### src/rtl/cfgwr_pkg.sv
package cfgwr_pkg;

  localparam logic [1:0] RESP_OKAY   = 2'b00;
  localparam logic [1:0] RESP_SLVERR = 2'b10;

  typedef enum logic {
    MODE_FULL = 1'b0,
    MODE_PART = 1'b1
  } cfg_mode_e;

endpackage

### src/rtl/cfgwr_wr_front.sv
module cfgwr_wr_front
  import cfgwr_pkg::*;
#(
  parameter int ADDR_W      = 12,
  parameter int DATA_W      = 32,
  parameter int DATA_OFFSET = 0
) (
  input  logic              clk,
  input  logic              rst_n,
  input  logic              awvalid,
  input  logic [ADDR_W-1:0] awaddr,
  input  logic              wvalid,
  input  logic [DATA_W-1:0] wdata,
  input  logic              bready,
  input  logic              buf_free,
  output logic              awready,
  output logic              wready,
  output logic              bvalid,
  output logic [1:0]        bresp,
  output logic              load,
  output logic [DATA_W-1:0] load_data
);

  localparam logic [ADDR_W-1:0] HIT_ADDR = ADDR_W'(DATA_OFFSET);

  logic       addr_hit;
  logic       accept;
  logic       bvalid_q, bvalid_d;
  logic [1:0] bresp_q, bresp_d;
  logic       bresp_en;

  // Both channels are taken together; a data write also needs buffer room.
  always_comb begin
    addr_hit = (awaddr == HIT_ADDR);
    accept   = awvalid & wvalid & ~bvalid_q & (~addr_hit | buf_free);
  end

  always_comb begin
    bvalid_d = bvalid_q;
    if (accept) begin
      bvalid_d = 1'b1;
    end else if (bready) begin
      bvalid_d = 1'b0;
    end
    bresp_en = accept;
    bresp_d  = addr_hit ? RESP_OKAY : RESP_SLVERR;
  end

  always_ff @(posedge clk or negedge rst_n) begin
    if (!rst_n) begin
      bvalid_q <= 1'b0;
    end else begin
      bvalid_q <= bvalid_d;
    end
  end

  always_ff @(posedge clk or negedge rst_n) begin
    if (!rst_n) begin
      bresp_q <= RESP_OKAY;
    end else if (bresp_en) begin
      bresp_q <= bresp_d;
    end
  end

  assign awready   = accept;
  assign wready    = accept;
  assign bvalid    = bvalid_q;
  assign bresp     = bresp_q;
  assign load      = accept & addr_hit;
  assign load_data = wdata;

endmodule

### src/rtl/cfgwr_rd_front.sv
module cfgwr_rd_front
  import cfgwr_pkg::*;
#(
  parameter int DATA_W = 32
) (
  input  logic              clk,
  input  logic              rst_n,
  input  logic              arvalid,
  input  logic              rready,
  output logic              arready,
  output logic              rvalid,
  output logic [DATA_W-1:0] rdata,
  output logic [1:0]        rresp
);

  logic              accept;
  logic              rvalid_q, rvalid_d;
  logic [DATA_W-1:0] rdata_q;
  logic [1:0]        rresp_q;

  always_comb begin
    accept   = arvalid & ~rvalid_q;
    rvalid_d = rvalid_q;
    if (accept) begin
      rvalid_d = 1'b1;
    end else if (rready) begin
      rvalid_d = 1'b0;
    end
  end

  always_ff @(posedge clk or negedge rst_n) begin
    if (!rst_n) begin
      rvalid_q <= 1'b0;
    end else begin
      rvalid_q <= rvalid_d;
    end
  end

  // The register is write-only: every read returns zero with an error.
  always_ff @(posedge clk or negedge rst_n) begin
    if (!rst_n) begin
      rdata_q <= '0;
      rresp_q <= RESP_OKAY;
    end else if (accept) begin
      rdata_q <= '0;
      rresp_q <= RESP_SLVERR;
    end
  end

  assign arready = accept;
  assign rvalid  = rvalid_q;
  assign rdata   = rdata_q;
  assign rresp   = rresp_q;

endmodule

### src/rtl/cfgwr_beat_mux.sv
module cfgwr_beat_mux
  import cfgwr_pkg::*;
#(
  parameter int DATA_W = 32
) (
  input  logic [DATA_W-1:0] word,
  input  cfg_mode_e         mode,
  input  logic              upper,
  output logic [DATA_W-1:0] beat
);

  localparam int HALF_W = DATA_W / 2;

  logic [HALF_W-1:0] half_sel;

  always_comb begin
    half_sel = upper ? word[DATA_W-1:HALF_W] : word[HALF_W-1:0];
    if (mode == MODE_PART) begin
      beat = {{(DATA_W-HALF_W){1'b0}}, half_sel};
    end else begin
      beat = word;
    end
  end

endmodule

### src/rtl/cfgwr_feeder.sv
module cfgwr_feeder
  import cfgwr_pkg::*;
#(
  parameter int DATA_W = 32
) (
  input  logic              clk,
  input  logic              rst_n,
  input  logic              load,
  input  logic [DATA_W-1:0] load_data,
  input  cfg_mode_e         load_mode,
  input  logic              cfg_phase,
  input  logic              pr_ready,
  input  logic              cb_ready,
  output logic              buf_free,
  output logic              cb_valid,
  output logic [DATA_W-1:0] cb_data,
  output logic              cb_half
);

  logic              full_q, full_d;
  logic              upper_q, upper_d;
  logic [DATA_W-1:0] word_q;
  cfg_mode_e         mode_q;
  logic              gate;
  logic              fire;
  logic              last_beat;

  // Readiness source follows the mode captured with the word.
  always_comb begin
    gate      = (mode_q == MODE_PART) ? pr_ready : cfg_phase;
    cb_valid  = full_q & gate;
    fire      = cb_valid & cb_ready;
    last_beat = (mode_q == MODE_FULL) | upper_q;
  end

  always_comb begin
    full_d  = full_q;
    upper_d = upper_q;
    if (load) begin
      full_d  = 1'b1;
      upper_d = 1'b0;
    end else if (fire) begin
      if (last_beat) begin
        full_d  = 1'b0;
        upper_d = 1'b0;
      end else begin
        upper_d = 1'b1;
      end
    end
  end

  always_ff @(posedge clk or negedge rst_n) begin
    if (!rst_n) begin
      full_q  <= 1'b0;
      upper_q <= 1'b0;
    end else begin
      full_q  <= full_d;
      upper_q <= upper_d;
    end
  end

  // Word and mode load only on acceptance (clock enable = load).
  always_ff @(posedge clk or negedge rst_n) begin
    if (!rst_n) begin
      word_q <= '0;
      mode_q <= MODE_FULL;
    end else if (load) begin
      word_q <= load_data;
      mode_q <= load_mode;
    end
  end

  cfgwr_beat_mux #(.DATA_W(DATA_W)) u_mux (
    .word  (word_q),
    .mode  (mode_q),
    .upper (upper_q),
    .beat  (cb_data)
  );

  assign cb_half  = (mode_q == MODE_PART);
  assign buf_free = ~full_q;

endmodule

### src/rtl/cfgwr_port.sv
module cfgwr_port
  import cfgwr_pkg::*;
#(
  parameter int ADDR_W      = 12,
  parameter int DATA_W      = 32,
  parameter int DATA_OFFSET = 0
) (
  input  logic              clk,
  input  logic              rst_n,
  input  logic              awvalid,
  output logic              awready,
  input  logic [ADDR_W-1:0] awaddr,
  input  logic              wvalid,
  output logic              wready,
  input  logic [DATA_W-1:0] wdata,
  output logic              bvalid,
  input  logic              bready,
  output logic [1:0]        bresp,
  input  logic              arvalid,
  output logic              arready,
  output logic              rvalid,
  input  logic              rready,
  output logic [DATA_W-1:0] rdata,
  output logic [1:0]        rresp,
  input  logic              pr_mode,
  input  logic              cfg_phase,
  input  logic              pr_ready,
  output logic              cb_valid,
  input  logic              cb_ready,
  output logic [DATA_W-1:0] cb_data,
  output logic              cb_half
);

  logic              buf_free;
  logic              load;
  logic [DATA_W-1:0] load_data;
  cfg_mode_e         load_mode;

  assign load_mode = pr_mode ? MODE_PART : MODE_FULL;

  cfgwr_wr_front #(
    .ADDR_W      (ADDR_W),
    .DATA_W      (DATA_W),
    .DATA_OFFSET (DATA_OFFSET)
  ) u_wr (
    .clk       (clk),
    .rst_n     (rst_n),
    .awvalid   (awvalid),
    .awaddr    (awaddr),
    .wvalid    (wvalid),
    .wdata     (wdata),
    .bready    (bready),
    .buf_free  (buf_free),
    .awready   (awready),
    .wready    (wready),
    .bvalid    (bvalid),
    .bresp     (bresp),
    .load      (load),
    .load_data (load_data)
  );

  cfgwr_rd_front #(.DATA_W(DATA_W)) u_rd (
    .clk     (clk),
    .rst_n   (rst_n),
    .arvalid (arvalid),
    .rready  (rready),
    .arready (arready),
    .rvalid  (rvalid),
    .rdata   (rdata),
    .rresp   (rresp)
  );

  cfgwr_feeder #(.DATA_W(DATA_W)) u_fd (
    .clk       (clk),
    .rst_n     (rst_n),
    .load      (load),
    .load_data (load_data),
    .load_mode (load_mode),
    .cfg_phase (cfg_phase),
    .pr_ready  (pr_ready),
    .cb_ready  (cb_ready),
    .buf_free  (buf_free),
    .cb_valid  (cb_valid),
    .cb_data   (cb_data),
    .cb_half   (cb_half)
  );

endmodule

### config.mk
export PLATFORM = sky130hd
export DESIGN_NAME = cfgwr_port
export DESIGN_NICKNAME = d
export VERILOG_FILES = /design/src/rtl/cfgwr_pkg.sv /design/src/rtl/cfgwr_wr_front.sv /design/src/rtl/cfgwr_rd_front.sv /design/src/rtl/cfgwr_beat_mux.sv /design/src/rtl/cfgwr_feeder.sv /design/src/rtl/cfgwr_port.sv
export SDC_FILE = /design/constraint.sdc
export NUM_CORES = 1
export LEC_CHECK = 0
export BUFFER_PORTS_ARGS = -buffer_cell sky130_fd_sc_hd__buf_2
export CORE_MARGIN = 1
export CORE_UTILIZATION = 40
export CTS_BUF_LIST = sky130_fd_sc_hd__clkbuf_16
export DETAILED_ROUTE_END_ITERATION = 10
export GPL_TIMING_DRIVEN = 1
export PLACE_DENSITY = 0.76
export SETUP_SLACK_MARGIN = 0.2
export SLEW_MARGIN = 5
export SYNTH_ARGS = -nofsm -noshare
export SYNTH_HDL_FRONTEND = slang
export SYNTH_SLANG_ARGS = --single-unit
### constraint.sdc
create_clock -name clk -period 3.57 [get_ports clk]
set_input_delay 0.714 -clock clk [delete_from_list [all_inputs] [get_ports clk]]
set_output_delay 0.714 -clock clk [all_outputs]
set_load 0.1 [all_outputs]
==> impl_metrics.tcl <==
set metrics [dict create \
    finalPower_w 0.00124 \
    cts-buffers-inserted 5 \
    wl_met1_microns 1960 \
    ys_warn_count 0 \
    ys.flop_type "dfrtp_1" \
    clkPwrFrac_pct 39.2 \
    fp.dieArea_sq_um 5930 \
    grt_usage_pct 15.7 \
    wl_per_cell_microns 12.7 \
    period_share_pct 76.8 \
    syn-cell-area_sq_um 2250 \
    async_flop_share_pct 100 \
    min_path_cells 1 \
    seq_area_frac_synth_pct 43.4 \
    row_count 26 \
    synthTopCellsByCount "dfrtp_1, buf_4, mux2_4, nor2b_1, mux2_2" \
    worstSetupStartpointType "input pin" \
    syn_area_per_cell_sq_um 12.6 \
    syn_inst 178 \
    critPathKind "input pin to output port" \
    tightest_slew_ns 0.852 \
    endpoint_kind "output port" \
    period_needed_ns 2.74 \
    synth_edf_count 0 \
    cts_tree "built" \
    nets 328 \
    detail-route-antenna-nets 0 \
    yosys.area.top_type_share_pct 43.4 \
    areaGrowthSynthToFinish_pct 24.7 \
    setup_violations 0 \
    cts_hold_buf 0 \
    diodes 0 \
    drt-total-wl_microns 4350 \
    combinationalPowerShare_pct 24.1 \
    rsz0062_at_grt "no" \
    grt_pass1_vias 1542 \
    synth-seq-cells 39 \
    swShare_pct 34.5 \
    io_pins 130 \
    fin_skew_ns 0.00202 \
    place_congestion 0.702 \
    dr.pass1.iters 4 \
    start_util_pct 42.7 \
    leakage_nw 1.69 \
    peakVddDrop_uv 205 \
    cts_htree_levels 2 \
    vias 1521 \
    hp-class "flip-flop to flip-flop" \
    regToRegSetupSlack_ns 1.47 \
    postCtsSetupRepairBufs 0 \
    drive_above_1_share_pct 55.8 \
    clock_path_buffers 2 \
    timing.setup.tns_ns 0 \
    post_cts_resized 0 \
    maxCapViolCount 0 \
    slew_headroom_pct 43.2 \
    cp.arrival_ns 2.03 \
    p_switching_w 0.000428 \
    reg2reg_depth 4 \
    drcViolationCount 0 \
    finalHoldViolCount 0 \
    status "finished, final reports clean" \
    yosys-top-cells-area "dfrtp_1, mux2_4, buf_4" \
    wl_met2_microns 2100 \
    fillers 482 \
    multi_input_area_sq_um 1080 \
    cts_sinks 39 \
    grt_pass1_wl_microns 7280 \
    grt_overflow 0 \
    intPower_w 0.000812 \
    synth_top_cell_by_area "dfrtp_1" \
    clk_latency_ns 0.27 \
    fp.dieH_microns 77.0 \
    top_layer "met4" \
    cts_root_buf "clkbuf_16" \
    grt_max_degree 40 \
    p_per_area_nw_per_um2 442 \
    required_ns 2.86 \
    coreArea_sq_um 5270 \
    grt_antenna_before_repair 0 \
    fp.dieW_microns 77.0 \
    worstPathMaxFanout 3 \
    final_util_pct 53.2 \
    met3_length_microns 261 \
    max_freq_ghz 0.365 \
    yosysMostFrequentCell "dfrtp_1" \
    dp_hpwl_microns 3090 \
    via_per_inst 4.42 \
    clkTransAtPathRegs_ns 0.05 \
    register_area_sq_um 976 \
    yosysUniqueCellTypes 28 \
    maxSlewViolCount 0 \
    pwr-share-seq_pct 36.7 \
    first_iter_violations 39 \
    io_buffers 95 \
]
-- through the flow --
stage / instance area, sq um / hold WS [ns] / worst slack (ns) / std cells
3_5_place_dp: 2640 / 0.462 / 0.661 / 336
3_3_place_gp: 2640 / 0.452 / 0.727 / 336
2_1_floorplan: 2380 / 0.418 / 0.428 / 211
6_report: 2810 / 0.474 / 0.829 / 344
5_1_grt: 2810 / 0.499 / 0.722 / 344
4_1_cts: 2810 / 0.474 / 0.780 / 344
-- cell families (layout without fill, tap and decap cells) --
group / Yosys count / after routing / share of synthesized area, %
mux: 49 / 49 / 29.2
simple gates: 37 / 37 / 10.3
compound gates: 9 / 9 / 2.56
buf+inv: 43 / 106 / 14.3
flops: 39 / 39 / 43.4
other cells: 1 / 34 / 0.167
-- critical path, stage by stage --
cell and delay (ns):
buf_2 0.10, or4_1 0.57, nor3_1 0.26, a21boi_2 0.09
buf_2 0.30
-- state kept, by name, summed over array words and instances (netlist names) --
register	flops
u_fd.full_q	1
u_wr.bvalid	1
u_rd.rresp	1
u_fd.cb_half	1
u_wr.bresp	1
u_fd.word_q	32
u_rd.rvalid	1
u_fd.upper_q	1
-- cell usage in the layout (no fill, tap or decap), types with 2 or more instances in the layout --
cell,n
buf_2,95
buf_4,2
clkbuf_16,5
conb_1,34
dfrtp_1,39
mux2_1,5
mux2_2,16
mux2_4,28
nand2_1,5
nand2b_1,2
nand3_1,2
nor2b_1,18
or4_1,2
-- cell type report --
class                      instances  share of cell area (%)
tap                               70                    3.12
sequential                        39                    34.8
clock inverter                     3                    1.38
timing repair buffer              97                    17.5
clock buffer                       5                    4.46
inverter                           1                   0.134
multi-input combinational        129                    38.6
-- metal layers --
metal / global-route usage, % / up-vias
li1: - / 727
met1: 19.9 / 715
met2: 26.4 / 75
met3: 3.57 / 4
met4: 4.53 / 0
met5: 0 / -
-- final timing paths --
kind | end | start
max | awready | awaddr[1]
min | u_rd.rresp[1] | u_rd.rresp[1]
max reg2reg | u_fd.word_q[6] | u_fd.full_q
min reg2reg | u_rd.rresp[1] | u_rd.rresp[1]
max in group asynchronous | u_fd.word_q[1] | rst_n
min in group asynchronous | u_fd.full_q | rst_n
-- power groups by stage --
stage / logic, W / registers (W) / clock network (W)
floorplan: 0.000226 / 0.000515 / 0
global placement: 0.000299 / 0.000463 / 0
detailed placement: 0.000300 / 0.000463 / 0
CTS: 0.000300 / 0.000455 / 0.000500
global route: 0.000310 / 0.000456 / 0.000520
finish: 0.000299 / 0.000455 / 0.000486
(Power assumes the default switching activity.)
